--- config.mk ---
export PLATFORM = sky130hd
export DESIGN_NAME = lane_cfg_arbiter
export DESIGN_NICKNAME = d
export VERILOG_FILES = /design/src/rtl/lane_cfg_pkg.sv /design/src/rtl/strap_filter.sv /design/src/rtl/cfg_reg_bank.sv /design/src/rtl/lane_cfg_mux.sv /design/src/rtl/lane_cfg_arbiter.sv
export SDC_FILE = /design/constraint.sdc
export NUM_CORES = 1
export LEC_CHECK = 0
export CORE_ASPECT_RATIO = 0.5
export CORE_MARGIN = 3
export CORE_UTILIZATION = 36
export CTS_CLUSTER_SIZE = 40
export DETAILED_ROUTE_END_ITERATION = 6
export PLACE_DENSITY = 0.58
export SLEW_MARGIN = 20
export SYNTH_ARGS = -nofsm -noshare
export SYNTH_HDL_FRONTEND = slang
export SYNTH_SLANG_ARGS = --single-unit
export TNS_END_PERCENT = 20
--- constraint.sdc ---
create_clock -name clk -period 5.7 [get_ports clk]
set_input_delay 0.57 -clock clk [delete_from_list [all_inputs] [get_ports clk]]
set_output_delay 0.57 -clock clk [all_outputs]
set_load 0.005 [all_outputs]
--- src/rtl/lane_cfg_pkg.sv ---
// Shared types and decode functions for the lane configuration arbiter.
// Assumes strap levels arrive already digitised as 2-bit codes.
package lane_cfg_pkg;

    localparam int EQ_W  = 8;
    localparam int DEM_W = 4;
    localparam int VOD_W = 3;
    localparam int LVL_W = 2;

    typedef enum logic [1:0] {
        LVL_LOW   = 2'b00,
        LVL_RES   = 2'b01,
        LVL_FLOAT = 2'b10,
        LVL_HIGH  = 2'b11
    } strap_lvl_e;

    typedef enum logic [1:0] {
        CTL_PIN   = 2'b00,
        CTL_SLAVE = 2'b01,
        CTL_LOAD  = 2'b10
    } ctl_src_e;

    typedef enum logic [1:0] {
        LOOP_NONE = 2'b00,
        LOOP_A2B  = 2'b01,
        LOOP_B2A  = 2'b10
    } loop_e;

    // Expand an equalizer strap pair {high, low} into its 8-bit code.
    function automatic logic [EQ_W-1:0] eq_code(input logic [3:0] idx);
        case (idx)
            4'h0:    eq_code = 8'h00;
            4'h1:    eq_code = 8'h01;
            4'h2:    eq_code = 8'h02;
            4'h3:    eq_code = 8'h03;
            4'h4:    eq_code = 8'h07;
            4'h5:    eq_code = 8'h15;
            4'h6:    eq_code = 8'h0B;
            4'h7:    eq_code = 8'h0F;
            4'h8:    eq_code = 8'h55;
            4'h9:    eq_code = 8'h1F;
            4'hA:    eq_code = 8'h2F;
            4'hB:    eq_code = 8'h3F;
            4'hC:    eq_code = 8'hAA;
            4'hD:    eq_code = 8'h7F;
            4'hE:    eq_code = 8'hBF;
            default: eq_code = 8'hFF;
        endcase
    endfunction

    // Map the control strap level onto a configuration source.
    function automatic ctl_src_e sel_decode(input logic [1:0] lvl);
        case (lvl)
            LVL_HIGH:  sel_decode = CTL_SLAVE;
            LVL_FLOAT: sel_decode = CTL_LOAD;
            default:   sel_decode = CTL_PIN;
        endcase
    endfunction

    // Map the loopback strap level onto a routing choice.
    function automatic loop_e loop_decode(input logic [1:0] lvl);
        case (lvl)
            LVL_LOW:  loop_decode = LOOP_A2B;
            LVL_HIGH: loop_decode = LOOP_B2A;
            default:  loop_decode = LOOP_NONE;
        endcase
    endfunction

endpackage

--- src/rtl/strap_filter.sv ---
// Two-flop synchroniser followed by a stability filter.
// The held value updates only when the synchronised value has been equal
// on two consecutive samples, so single-edge glitches are discarded.
// Assumes the whole strap vector is treated as one word.
module strap_filter #(
    parameter int W = 26
) (
    input  logic         clk,
    input  logic         rst_n,
    input  logic [W-1:0] raw,
    output logic [W-1:0] held
);

    logic [W-1:0] sync_q1;
    logic [W-1:0] sync_q2;
    logic [W-1:0] prev_q;

    // Synchronise the raw strap word and keep one older sample.
    always_ff @(posedge clk) begin
        if (!rst_n) begin
            sync_q1 <= '0;
            sync_q2 <= '0;
            prev_q  <= '0;
        end else begin
            sync_q1 <= raw;
            sync_q2 <= sync_q1;
            prev_q  <= sync_q2;
        end
    end

    // Accept a new value only after two matching samples.
    always_ff @(posedge clk) begin
        if (!rst_n) begin
            held <= '0;
        end else if (sync_q2 == prev_q) begin
            held <= sync_q2;
        end
    end

endmodule

--- src/rtl/cfg_reg_bank.sv ---
// Register bank written through an address/data/strobe port.
// It holds the per-lane settings and the three global override
// values with their enables. clear forces every register to its default.
// Assumes wr_ok is already qualified by mode and power-down.
module cfg_reg_bank
    import lane_cfg_pkg::*;
#(
    parameter int              NUM_LANES = 8,
    parameter int              ADDR_W    = 5,
    parameter logic [VOD_W-1:0] VOD_RST  = 3'd2
) (
    input  logic                              clk,
    input  logic                              rst_n,
    input  logic                              clear,
    input  logic                              wr_ok,
    input  logic [ADDR_W-1:0]                 wr_addr,
    input  logic [7:0]                        wr_data,
    output logic [NUM_LANES-1:0][EQ_W-1:0]    eq_r,
    output logic [NUM_LANES-1:0][DEM_W-1:0]   dem_r,
    output logic [NUM_LANES-1:0][VOD_W-1:0]   vod_r,
    output logic [NUM_LANES-1:0]              term_r,
    output logic [2:0][LVL_W-1:0]             ovr_val,
    output logic [2:0]                        ovr_on
);

    localparam int CTL_BASE = NUM_LANES;
    localparam int OVR_BASE = 2 * NUM_LANES;
    localparam logic [ADDR_W-1:0] OVR_EN_ADDR = ADDR_W'(OVR_BASE + 3);

    logic [2:0] ovr_written;
    logic [2:0] ovr_enable;

    for (genvar l = 0; l < NUM_LANES; l++) begin : g_lane
        localparam logic [ADDR_W-1:0] EQ_ADDR  = ADDR_W'(l);
        localparam logic [ADDR_W-1:0] CTL_ADDR = ADDR_W'(CTL_BASE + l);

        // Per-lane equalizer code register.
        always_ff @(posedge clk) begin
            if (!rst_n || clear) begin
                eq_r[l] <= '0;
            end else if (wr_ok && wr_addr == EQ_ADDR) begin
                eq_r[l] <= wr_data;
            end
        end

        // Per-lane control byte: de-emphasis, amplitude, termination.
        always_ff @(posedge clk) begin
            if (!rst_n || clear) begin
                dem_r[l]  <= '0;
                vod_r[l]  <= VOD_RST;
                term_r[l] <= 1'b0;
            end else if (wr_ok && wr_addr == CTL_ADDR) begin
                dem_r[l]  <= wr_data[3:0];
                vod_r[l]  <= wr_data[6:4];
                term_r[l] <= wr_data[7];
            end
        end
    end

    for (genvar k = 0; k < 3; k++) begin : g_ovr
        localparam logic [ADDR_W-1:0] VAL_ADDR = ADDR_W'(OVR_BASE + k);

        // Override value and its has-been-written flag.
        always_ff @(posedge clk) begin
            if (!rst_n || clear) begin
                ovr_val[k]     <= '0;
                ovr_written[k] <= 1'b0;
            end else if (wr_ok && wr_addr == VAL_ADDR) begin
                ovr_val[k]     <= wr_data[1:0];
                ovr_written[k] <= 1'b1;
            end
        end

        // Sticky override enable; only clear can drop it.
        always_ff @(posedge clk) begin
            if (!rst_n || clear) begin
                ovr_enable[k] <= 1'b0;
            end else if (wr_ok && wr_addr == OVR_EN_ADDR && wr_data[k]) begin
                ovr_enable[k] <= 1'b1;
            end
        end
    end

    assign ovr_on = ovr_written & ovr_enable;

endmodule

--- src/rtl/lane_cfg_mux.sv ---
// Per-lane source selection between the shared side strap settings
// and the lane's own registers. Lanes below LANES_PER_SIDE belong to
// side A and the rest to side B. Purely combinational.
module lane_cfg_mux
    import lane_cfg_pkg::*;
#(
    parameter int               LANES_PER_SIDE = 4,
    parameter logic [VOD_W-1:0] VOD_PIN        = 3'd2,
    localparam int              NUM_LANES      = 2 * LANES_PER_SIDE
) (
    input  logic                            use_regs,
    input  logic [EQ_W-1:0]                 pin_eq_a,
    input  logic [EQ_W-1:0]                 pin_eq_b,
    input  logic [DEM_W-1:0]                pin_dem_a,
    input  logic [DEM_W-1:0]                pin_dem_b,
    input  logic [NUM_LANES-1:0][EQ_W-1:0]  eq_r,
    input  logic [NUM_LANES-1:0][DEM_W-1:0] dem_r,
    input  logic [NUM_LANES-1:0][VOD_W-1:0] vod_r,
    input  logic [NUM_LANES-1:0]            term_r,
    output logic [NUM_LANES-1:0][EQ_W-1:0]  lane_eq,
    output logic [NUM_LANES-1:0][DEM_W-1:0] lane_dem,
    output logic [NUM_LANES-1:0][VOD_W-1:0] lane_vod,
    output logic [NUM_LANES-1:0]            lane_term_dis
);

    for (genvar l = 0; l < NUM_LANES; l++) begin : g_lane
        localparam bit SIDE_B = (l >= LANES_PER_SIDE);

        // Choose this lane's settings from the registers or its side's straps.
        always_comb begin
            if (use_regs) begin
                lane_eq[l]       = eq_r[l];
                lane_dem[l]      = dem_r[l];
                lane_vod[l]      = vod_r[l];
                lane_term_dis[l] = term_r[l];
            end else begin
                lane_eq[l]       = SIDE_B ? pin_eq_b : pin_eq_a;
                lane_dem[l]      = SIDE_B ? pin_dem_b : pin_dem_a;
                lane_vod[l]      = VOD_PIN;
                lane_term_dis[l] = 1'b0;
            end
        end
    end

endmodule

--- src/rtl/lane_cfg_arbiter.sv ---
// Top of the lane configuration arbiter. It filters the strap word,
// decodes the configuration source, gates register writes, and drives
// the per-lane and global settings.
// Assumes strap codes are digitised levels and the write port is synchronous.
module lane_cfg_arbiter
    import lane_cfg_pkg::*;
#(
    parameter int               LANES_PER_SIDE = 4,
    parameter int               ADDR_W         = 5,
    parameter logic [VOD_W-1:0] VOD_PIN        = 3'd2,
    parameter logic [VOD_W-1:0] VOD_RST        = 3'd2,
    localparam int              NUM_LANES      = 2 * LANES_PER_SIDE
) (
    input  logic                            clk,
    input  logic                            rst_n,
    input  logic                            pwr_dn,
    input  logic [1:0]                      strap_sel,
    input  logic [3:0]                      strap_eq_a,
    input  logic [3:0]                      strap_eq_b,
    input  logic [3:0]                      strap_dem_a,
    input  logic [3:0]                      strap_dem_b,
    input  logic [1:0]                      strap_mode,
    input  logic [1:0]                      strap_rxdet,
    input  logic [1:0]                      strap_sdth,
    input  logic [1:0]                      strap_lpbk,
    input  logic                            wr_en,
    input  logic [ADDR_W-1:0]               wr_addr,
    input  logic [7:0]                      wr_data,
    output logic [1:0]                      ctl_state,
    output logic [NUM_LANES-1:0][EQ_W-1:0]  lane_eq,
    output logic [NUM_LANES-1:0][DEM_W-1:0] lane_dem,
    output logic [NUM_LANES-1:0][VOD_W-1:0] lane_vod,
    output logic [NUM_LANES-1:0]            lane_term_dis,
    output logic [1:0]                      op_mode,
    output logic [1:0]                      rxdet_cfg,
    output logic [1:0]                      sd_thresh,
    output logic [1:0]                      loop_sel
);

    localparam int STRAP_W = 2 + 4 * 4 + 4 * LVL_W;

    logic [STRAP_W-1:0]          strap_raw;
    logic [STRAP_W-1:0]          strap_q;
    logic [1:0]                  f_sel;
    logic [3:0]                  f_eq_a, f_eq_b, f_dem_a, f_dem_b;
    logic [1:0]                  f_mode, f_rxdet, f_sdth, f_lpbk;
    ctl_src_e                    src;
    logic                        use_regs;
    logic                        wr_ok;
    logic [NUM_LANES-1:0][EQ_W-1:0]  eq_r;
    logic [NUM_LANES-1:0][DEM_W-1:0] dem_r;
    logic [NUM_LANES-1:0][VOD_W-1:0] vod_r;
    logic [NUM_LANES-1:0]            term_r;
    logic [2:0][LVL_W-1:0]           ovr_val;
    logic [2:0]                      ovr_on;

    assign strap_raw = {strap_sel, strap_eq_a, strap_eq_b, strap_dem_a, strap_dem_b,
                        strap_mode, strap_rxdet, strap_sdth, strap_lpbk};

    strap_filter #(.W(STRAP_W)) i_filter (
        .clk   (clk),
        .rst_n (rst_n),
        .raw   (strap_raw),
        .held  (strap_q)
    );

    assign {f_sel, f_eq_a, f_eq_b, f_dem_a, f_dem_b,
            f_mode, f_rxdet, f_sdth, f_lpbk} = strap_q;

    // Decode the source and qualify register writes.
    always_comb begin
        src      = sel_decode(f_sel);
        use_regs = (src != CTL_PIN);
        wr_ok    = wr_en && use_regs && !pwr_dn;
    end

    cfg_reg_bank #(
        .NUM_LANES (NUM_LANES),
        .ADDR_W    (ADDR_W),
        .VOD_RST   (VOD_RST)
    ) i_regs (
        .clk     (clk),
        .rst_n   (rst_n),
        .clear   (!use_regs),
        .wr_ok   (wr_ok),
        .wr_addr (wr_addr),
        .wr_data (wr_data),
        .eq_r    (eq_r),
        .dem_r   (dem_r),
        .vod_r   (vod_r),
        .term_r  (term_r),
        .ovr_val (ovr_val),
        .ovr_on  (ovr_on)
    );

    lane_cfg_mux #(
        .LANES_PER_SIDE (LANES_PER_SIDE),
        .VOD_PIN        (VOD_PIN)
    ) i_mux (
        .use_regs      (use_regs),
        .pin_eq_a      (eq_code(f_eq_a)),
        .pin_eq_b      (eq_code(f_eq_b)),
        .pin_dem_a     (f_dem_a),
        .pin_dem_b     (f_dem_b),
        .eq_r          (eq_r),
        .dem_r         (dem_r),
        .vod_r         (vod_r),
        .term_r        (term_r),
        .lane_eq       (lane_eq),
        .lane_dem      (lane_dem),
        .lane_vod      (lane_vod),
        .lane_term_dis (lane_term_dis)
    );

    // Global settings: straps unless an active override replaces them.
    always_comb begin
        ctl_state = src;
        op_mode   = ovr_on[0] ? ovr_val[0] : f_mode;
        rxdet_cfg = ovr_on[1] ? ovr_val[1] : f_rxdet;
        sd_thresh = ovr_on[2] ? ovr_val[2] : f_sdth;
        loop_sel  = loop_decode(f_lpbk);
    end

endmodule

==> results of run 1 <==
cell type report:
cell class | instances | area (um2)
inverters | 19 | 71.3
fillers | 2739 | 14800
repair buffers | 189 | 1860
clock inverters | 8 | 105
clock buffers | 36 | 706
multi-input cells | 850 | 4810
flip-flops and latches | 260 | 5210
well taps | 382 | 478
metal layers:
metal / GRT usage [%] / vias to the layer above
li1: - / 4153
met1: 25.1 / 3953
met2: 30.1 / 172
met3: 2.83 / 43
met4: 4.03 / 0
met5: 0 / -
report_power, final:
group	switching, W	internal (W)
combinational	0.0000685	0.0000581
sequential	0.0000132	0.00184
clock	0.000697	0.000951
total	0.000779	0.00285
worst max-delay path by stage:
stage,from,endpoint,slack (ns),cells past startpoint
after floorplan,pwr_dn,i_regs.vod_r[10],3.55,7
after global placement,wr_en,i_regs.dem_r[17],2.42,7
after detailed placement,wr_en,i_regs.term_r[4],2.38,7
after CTS,i_filter.held[25],lane_eq[29],2.09,4
after global routing,i_filter.held[25],lane_eq[29],1.92,4
final,i_filter.held[25],lane_eq[29],2.09,4
metrics by stage:
step	instances	cell area (um2)
2_1_floorplan	1213	10400
3_3_place_gp	1700	12400
3_5_place_dp	1700	12400
4_1_cts	1744	13200
5_1_grt	1744	13200
6_report	1744	13200
critical path: stages (launching register included):
cell	delay, ns
dfxtp_4	0.79
buf_4	0.75
nand2b_1	0.28
nand2_1	0.13
clkdlybuf4s50_1	0.48
Yosys cell counts (all sizes together), types with 3 or more instances:
| cell type | n |
|---|---|
| or2 | 3 |
| mux2 | 14 |
| nor4 | 5 |
| xor2 | 16 |
| nand2b | 34 |
| nor3b | 3 |
| and2 | 97 |
| nor2b | 24 |
| buf | 15 |
| xnor2 | 10 |
| dfxtp | 260 |
| a21oi | 61 |
| nor2 | 91 |
| nand2 | 289 |
| mux2i | 104 |
| o21ai | 8 |
| inv | 19 |
| clkbuf | 69 |
| nand3 | 67 |
registers in the layout, summed over array words and instances (netlist names):
| register | count |
|---|---|
| i_filter.prev_q | 26 |
| i_mux.pin_eq_b | 8 |
| i_regs.ovr_val | 6 |
| i_mux.pin_eq_a | 8 |
| i_regs.ovr_written | 3 |
| i_regs.term_r | 8 |
| i_regs.dem_r | 32 |
| i_filter.held | 26 |
| i_regs.ovr_enable | 3 |
| i_regs.eq_r | 64 |
| i_filter.sync_q1 | 26 |
| i_regs.vod_r | 24 |
| i_filter.sync_q2 | 26 |
kinds of logic after synthesis:
family / count (synthesis) / share of synthesized area [%]
xor gates and xnor gates: 26 / 2.19
AOI/OAI and AO/OA: 83 / 4.35
buffers and inverters: 103 / 4.16
DFF: 260 / 50.0
muxes: 118 / 11.5
and+or+nand+nor: 623 / 27.8
==> impl_metrics.py, run 1 <==
metrics = {
    "sta": {
        "clock.fmax_mhz": 277,
        "finClkSkew_ns": 0.0146,
        "min_period_ns": 3.61,
        "tns_ns": 0,
        "setup_viol": 0,
        "finalCritPeriodShare_pct": 63.4,
        "holdWs_ns": 0.422,
        "worst_pin_slew_ns": 1.12,
        "hold_viol": 0,
        "slew_violations": 0,
        "rsz0062_at_grt": "false",
        "worst_slack_ns": 2.09,
        "slew_headroom_pct": 25.1,
    },
    "clocking": {
        "ctsRootBufferMaster": "clkbuf_16",
        "cts_hold_buf": 0,
        "cts_setup_buffers": 0,
        "htree_levels": 1,
        "clkTransAtPathRegs_ns": 0.06,
        "clock_path_buffers": 3,
        "clk_latency_ns": 0.54,
        "cts.repair.resized": 0,
        "cts-buffers-inserted": 24,
        "clock-sinks": 260,
        "cts_tree": "built",
    },
    "worst_setup_path": {
        "startpoint_type": "flip-flop",
        "r2r-start": "i_filter.held[25]",
        "end_kind": "output port",
        "rr_endpoint": "i_regs.term_r[4]",
        "worstSetupPathType": "reg2out",
        "reg2regPathDepth": 6,
        "crit_fanout": 87,
        "cp.required_ns": 5.13,
        "arrival_ns": 3.04,
        "rrSetupSlack_ns": 2.52,
    },
    "power": {
        "ir_drop_mv": 0.196,
        "leakage_nw": 5.23,
        "totalPowerFinal_w": 0.00363,
        "power.density_mw_per_mm2": 274,
    },
    "place": {
        "dpl.hpwl_um": 20000,
        "port_buffers": 180,
        "dp_slack_ns": 2.38,
        "gp_congestion": 0.868,
    },
    "final_layout": {
        "syn_to_final_growth_pct": 27.1,
        "post-route-util_pct": 47.2,
        "drive_above_1_share_pct": 5.36,
        "final_cell_mix": "nand2_1, dfxtp_1, clkdlybuf4s50_1",
        "num_antenna_cells": 0,
        "finalNetCount": 1387,
        "final_common_cell": "nand2_1",
    },
    "floorplanning": {
        "die-area_mm2": 0.0311,
        "design.core.area_mm2": 0.0281,
        "dieWidth_um": 247,
        "start_util_pct": 37.1,
        "io_pins": 181,
        "num_rows": 43,
        "die-height_um": 126,
    },
    "yosys": {
        "synth_cell_types": 39,
        "syn_area_mm2": 0.0104,
        "synthTopCellsByArea": "dfxtp_1, nand2_1, mux2i_1",
        "synth_ff_type": "dfxtp_1",
        "synth_top_cell_by_area": "dfxtp_1",
        "synth-seq-cells": 260,
        "yosysTopAreaCellShare_pct": 50.0,
        "synth_edf_count": 0,
        "synth-seq-area-share_pct": 50.0,
        "ys_warn_count": 0,
        "syn_inst": 1213,
        "synthArstFlopShare_pct": 0,
        "syn_area_per_cell_um2": 8.59,
        "syn_nets": 1256,
    },
    "detailed_routing": {
        "wl_met2_um": 13400,
        "highest_layer": "met4",
        "drcViolationCount": 2,
        "antenna_left": 0,
        "vias": 8321,
        "dr.pass1.iters": 7,
        "wl_met1_um": 13700,
        "route.met3.wl_um": 1190,
        "totalWireLength_um": 28800,
        "drtIter0Drc": 612,
        "wl_per_cell_um": 16.5,
        "routed_via_density": 4.77,
    },
    "flow_run": {
        "cap_violations": 0,
    },
    "hold_path": {
        "whs_path_depth": 1,
        "hold_path.class": "reg2reg",
        "worst_hold_startpoint": "i_filter.sync_q1[0]",
        "hold_path_end": "i_filter.sync_q2[0]",
    },
    "grt": {
        "antenna_found_initial": 0,
        "grt_start_max_net_pins": 89,
        "grt_first_pass_wirelength_um": 45300,
        "grt_pass1_vias": 8176,
        "grt_usage_pct": 18.2,
        "grt.overflow.total": 0,
    },
    "status": {
        "status": "finished with violations",
        "violations": "DRC",
    },
}
(Power assumes the default switching activity.)
==> run 2: changes to the inputs <==
PLACE_DENSITY = 0.6   (was 0.58)
clock period = 3 ns   (was 5.7 ns; I/O delays follow)
==> impl_metrics.py, run 2 (synthesized netlist as in run 1, its figures left out) <==
metrics = {
    "status": {
        "status": "finished, final reports clean",
    },
    "grt": {
        "antenna_found_initial": 0,
        "grtUsageMet2_pct": 28.6,
        "grt_use_met1_pct": 25.7,
        "grt_first_pass_wirelength_um": 45000,
        "grt.overflow.total": 0,
        "use_met3_pct": 3.57,
        "grt_usage_pct": 18.1,
        "grt_pass1_vias": 8136,
        "grt_start_max_net_pins": 118,
        "grt.busiest_layer": "met2",
    },
    "sta": {
        "min_period_ns": 2.57,
        "hold_viol": 0,
        "clock.fmax_mhz": 388,
        "rsz0062_at_grt": "false",
        "finalCritPeriodShare_pct": 85.8,
        "setup_viol": 0,
        "slew_violations": 0,
        "finClkSkew_ns": 0.0182,
        "worst_pin_slew_ns": 1.11,
        "slew_headroom_pct": 25.8,
        "tns_ns": 0,
    },
    "detailed_routing": {
        "drtIter0Drc": 522,
        "vias": 8330,
        "routed_via_density": 4.74,
        "wl_per_cell_um": 16.4,
        "antenna_left": 0,
        "drcViolationCount": 0,
        "totalWireLength_um": 28700,
        "dr.pass1.iters": 5,
    },
    "worst_setup_path": {
        "worst-path-buf-inv": 2,
        "startpoint_type": "flip-flop",
        "end_kind": "output port",
        "cp_slowest_stage_delay_ns": 0.47,
        "cp.required_ns": 2.70,
        "crit_chain": "buf_12 > nand2b_1 > nand2_1 > clkdlybuf4s50_1",
        "crit_slowest_cell": "clkdlybuf4s50_1",
        "critPathTopFamily": "buffers and inverters",
        "arrival_ns": 2.27,
        "worstSetupPathType": "reg2out",
        "crit_fanout": 117,
    },
    "final_layout": {
        "final_common_cell": "nand2_1",
        "reg_top3": "i_regs.eq_r: 64 flops, i_regs.dem_r: 32 flops",
        "drive_above_1_share_pct": 6.33,
        "final_cell_mix": "nand2_1, dfxtp_1, clkdlybuf4s50_1",
        "regMostFlops": "i_regs.eq_r",
        "largest_reg_flops": 64,
        "finalNetCount": 1402,
        "syn_to_final_growth_pct": 28.2,
    },
    "power": {
        "power.density_mw_per_mm2": 513,
        "totalPowerFinal_w": 0.00684,
        "leakage_nw": 5.29,
        "ir_drop_mv": 0.426,
    },
    "clocking": {
        "cts.repair.resized": 0,
        "ctsRootBufferMaster": "clkbuf_16",
        "cts_tree": "built",
        "clock_path_buffers": 3,
        "htree_levels": 1,
        "cts_hold_buf": 0,
        "cts-buffers-inserted": 25,
        "clock-sinks": 260,
        "cts_setup_buffers": 0,
        "clkTransAtPathRegs_ns": 0.07,
        "clk_latency_ns": 0.54,
    },
    "floorplanning": {
        "die-height_um": 126,
        "die-area_mm2": 0.0311,
        "io_pins": 181,
        "design.core.area_mm2": 0.0281,
        "num_rows": 43,
        "start_util_pct": 37.1,
        "dieWidth_um": 247,
    },
    "place": {
        "dpl.hpwl_um": 20000,
        "gp_congestion": 0.902,
        "port_buffers": 180,
    },
    "hold_path": {
        "hold_path.class": "in2reg",
    },
    "flow_run": {
        "cap_violations": 0,
    },
}
-- run 2: report_power, final --
group          leakage, nW  switching (W)  internal, W
Combinational         2.80       0.000135     0.000115
Sequential            2.11      0.0000236      0.00349
Clock                0.383        0.00133      0.00175
Total                 5.29        0.00149      0.00536
-- run 2: final cells by class --
| type | count | area (um2) |
|---|---|---|
| Fill cell | 2683 | 14700 |
| Sequential cell | 260 | 5210 |
| Multi-Input combinational cell | 850 | 4820 |
| Timing Repair Buffer | 203 | 1990 |
| Clock buffer | 37 | 721 |
| Tap cell | 382 | 478 |
| Inverter | 19 | 71.3 |
| Clock inverter | 6 | 65.1 |
| Antenna cell | 1 | 2.50 |
-- run 2: final timing paths --
check                        from                   to  slack (ns)  depth (start not counted)
max             i_filter.held[25]          lane_eq[29]        0.43                          4
max reg2reg  i_filter.sync_q2[14]    i_mux.pin_eq_a[4]        0.47                          8
min reg2reg   i_filter.sync_q1[0]  i_filter.sync_q2[0]        0.43                          1
min                    wr_data[0]       i_regs.eq_r[0]        0.32                          3
-- run 2: tightest hold or removal path: cells and delay by family --
family	cells	cell delay [ns]
buffers and inverters	1	0.30
AND/OR/NAND/NOR	1	0.15
AO/OA/AOI/OAI	1	0.06
-- run 2: per-layer routing --
metal  vias up  routed length, um
met5         -                  0
met4         0                512
met3        40               1510
met2       201              13000
met1      3900              13700
li1       4189                  -
-- run 2: through the flow --
step | instances | cell area, um2 | worst slack, ns | hold WS (ns) | utilization (%)
final | 1758 | 13400 | 0.426 | 0.317 | 47.5
after global routing | 1757 | 13300 | 0.226 | 0.314 | 47.5
after CTS | 1757 | 13400 | 0.390 | 0.301 | 47.5
after detailed placement | 1714 | 12600 | 0.438 | 0.420 | 44.8
after global placement | 1714 | 12600 | 0.502 | 0.419 | 44.8
after floorplan | 1213 | 10400 | 0.923 | 0.412 | -
==> run 3: changes to the inputs <==
ABC_CLOCK_PERIOD_IN_PS = 3100   (was not set)
PLACE_DENSITY = 0.58   (was 0.6)
SYNTH_HIERARCHICAL = 1   (was not set)
clock period = 3.1 ns   (was 3 ns; I/O delays follow)
==> impl_metrics.py, run 3 <==
metrics = {
    "sta": {
        "finClkSkew_ns": 0.0154,
        "slew_headroom_pct": 41.1,
        "rsz0062_at_grt": "false",
        "slew_violations": 0,
        "min_period_ns": 2.93,
        "tns_ns": 0,
        "hold_viol": 0,
        "finalCritPeriodShare_pct": 94.6,
        "worst_pin_slew_ns": 0.884,
        "clock.fmax_mhz": 341,
        "setup_viol": 0,
        "holdWs_ns": 0.306,
    },
    "yosys": {
        "synth_most_common_cell": "dfxtp_1",
        "yosysTopAreaCellShare_pct": 45.7,
        "syn_inst": 1006,
        "synthTopCellsByCount": "dfxtp_1, nand2_1, mux2i_1",
        "synth_edf_count": 0,
        "synth_ff_type": "dfxtp_1",
        "syn_nets": 1049,
        "synth_cell_types": 39,
        "synth_top_cell_by_area": "dfxtp_1",
        "synthTopCellsByArea": "dfxtp_1, mux2i_1, mux2_4",
        "synth-seq-area-share_pct": 45.7,
        "syn_area_mm2": 0.0107,
        "synthArstFlopShare_pct": 0,
        "ys_warn_count": 6,
        "synth-seq-cells": 244,
        "syn_area_per_cell_um2": 10.6,
    },
    "worst_setup_path": {
        "rr_endpoint": "i_regs/eq_r[39]",
        "worstSetupPathType": "reg2out",
        "crit_fanout": 11,
        "startpoint_type": "flip-flop",
        "reg2regPathDepth": 6,
        "cp.required_ns": 2.79,
        "end_kind": "output port",
        "r2r-start": "i_filter/held[25]",
        "crit_path_end": "lane_eq[60]",
        "arrival_ns": 2.62,
        "rrSetupSlack_ns": 0.80,
        "critPathLaunch": "i_filter/held[18]",
    },
    "place": {
        "gp_congestion": 0.842,
        "dpl.hpwl_um": 20100,
        "dp_cells": 1515,
        "port_buffers": 180,
    },
    "final_layout": {
        "reg_top3": "i_regs/eq_r: 64 flops, i_regs/dem_r: 32 flops",
        "drive_above_1_share_pct": 15.2,
        "final_common_cell": "dfxtp_1",
        "final_cells": 1555,
        "syn_to_final_growth_pct": 24.6,
        "regMostFlops": "i_regs/eq_r",
        "final_cell_mix": "dfxtp_1, nand2_1, clkdlybuf4s50_1",
        "largest_reg_flops": 64,
        "finalNetCount": 1200,
        "num-fill-cells": 2660,
    },
    "detailed_routing": {
        "drcViolationCount": 0,
        "wl_per_cell_um": 17.6,
        "dr.pass1.iters": 4,
        "antenna_left": 0,
        "totalWireLength_um": 27400,
        "routed_via_density": 4.64,
        "drtIter0Drc": 433,
        "vias": 7221,
    },
    "hold_path": {
        "hold_path.class": "in2reg",
    },
    "power": {
        "totalPowerFinal_w": 0.00616,
        "power.density_mw_per_mm2": 462,
        "ir_drop_mv": 0.343,
        "leakage_nw": 5.98,
    },
    "grt": {
        "grt_start_max_net_pins": 105,
        "grt_first_pass_wirelength_um": 42300,
        "grt_usage_pct": 16.7,
        "grt.overflow.total": 0,
        "antenna_found_initial": 1,
        "grt_pass1_vias": 7435,
    },
    "flow_run": {
        "cap_violations": 0,
    },
    "clocking": {
        "clock_path_buffers": 3,
        "ctsRootBufferMaster": "clkbuf_16",
        "cts_hold_buf": 0,
        "htree_levels": 1,
        "clkTransAtPathRegs_ns": 0.07,
        "cts.repair.resized": 0,
        "clock-sinks": 244,
        "cts-buffers-inserted": 22,
        "clk_latency_ns": 0.52,
        "cts_setup_buffers": 0,
        "cts_tree": "built",
    },
    "floorplanning": {
        "design.core.area_mm2": 0.0285,
        "dieWidth_um": 250,
        "io_pins": 181,
        "die-height_um": 128,
        "num_rows": 43,
        "start_util_pct": 37.6,
        "die-area_mm2": 0.0319,
    },
    "status": {
        "status": "finished, final reports clean",
    },
}
## run 3: worst max-delay path, stage by stage, from the launching register on
cell	delay, ns
dfxtp_1	0.56
nand2b_1	0.17
a21oi_1	0.07
a21oi_1	0.54
mux2_4	0.26
clkdlybuf4s50_1	0.50
## run 3: cell type report
cell class | instances | area [um2] | share of cell area, %
Timing Repair Buffer | 192 | 1900 | 14.3
Tap cell | 382 | 478 | 3.59
Clock inverter | 8 | 106 | 0.798
Antenna cell | 1 | 2.50 | 0.0188
Sequential cell | 244 | 4890 | 36.7
Inverter | 31 | 116 | 0.874
Multi-Input combinational cell | 666 | 5190 | 39.0
Clock buffer | 31 | 634 | 4.76
## run 3: worst min path at each step
stage	startpoint	to	slack [ns]	cells past startpoint
6_report	rst_n	i_regs/ovr_enable[2]	0.31	4
5_1_grt	rst_n	i_regs/ovr_enable[0]	0.32	4
4_1_cts	rst_n	i_regs/ovr_written[2]	0.29	4
3_5_place_dp	i_filter/sync_q1[23]	i_filter/sync_q2[23]	0.42	1
3_3_place_gp	i_filter/sync_q1[23]	i_filter/sync_q2[23]	0.42	1
2_1_floorplan	i_filter/sync_q1[0]	i_filter/sync_q2[0]	0.41	1
## run 3: cell families (layout without fill, tap and decap cells)
family | Yosys count | after routing | share of synthesized area, %
AND/OR/NAND/NOR | 352 | 352 | 16.1
multiplexers | 262 | 262 | 28.8
flip-flops | 244 | 244 | 45.7
buffers and inverters | 96 | 262 | 5.77
AO/OA/AOI/OAI | 26 | 26 | 1.49
XOR/XNOR | 26 | 26 | 2.13
other | 0 | 1 | 0
## run 3: per-stage QoR
stage          worst slack, ns  utilization [%]  instance area (um2)
2_1_floorplan             1.64                -                10700
3_3_place_gp             0.728             44.2                12600
3_5_place_dp             0.681             44.2                12600
4_1_cts                  0.118             46.8                13300
5_1_grt                 0.0263             46.8                13300
6_report                 0.166             46.8                13300
## run 3: metal layers
layer	up-vias	GRT usage, %	wire length (um)
met5	-	0	0
met4	0	2.96	433
met3	33	2.53	873
met2	104	28.7	12900
met1	3469	22.6	13200
li1	3615	-	-
## run 3: power by group
group	internal (W)	switching (W)	total, W
combinational	0.000101	0.0000772	0.000178
clock	0.00160	0.00118	0.00279
sequential	0.00317	0.0000178	0.00319
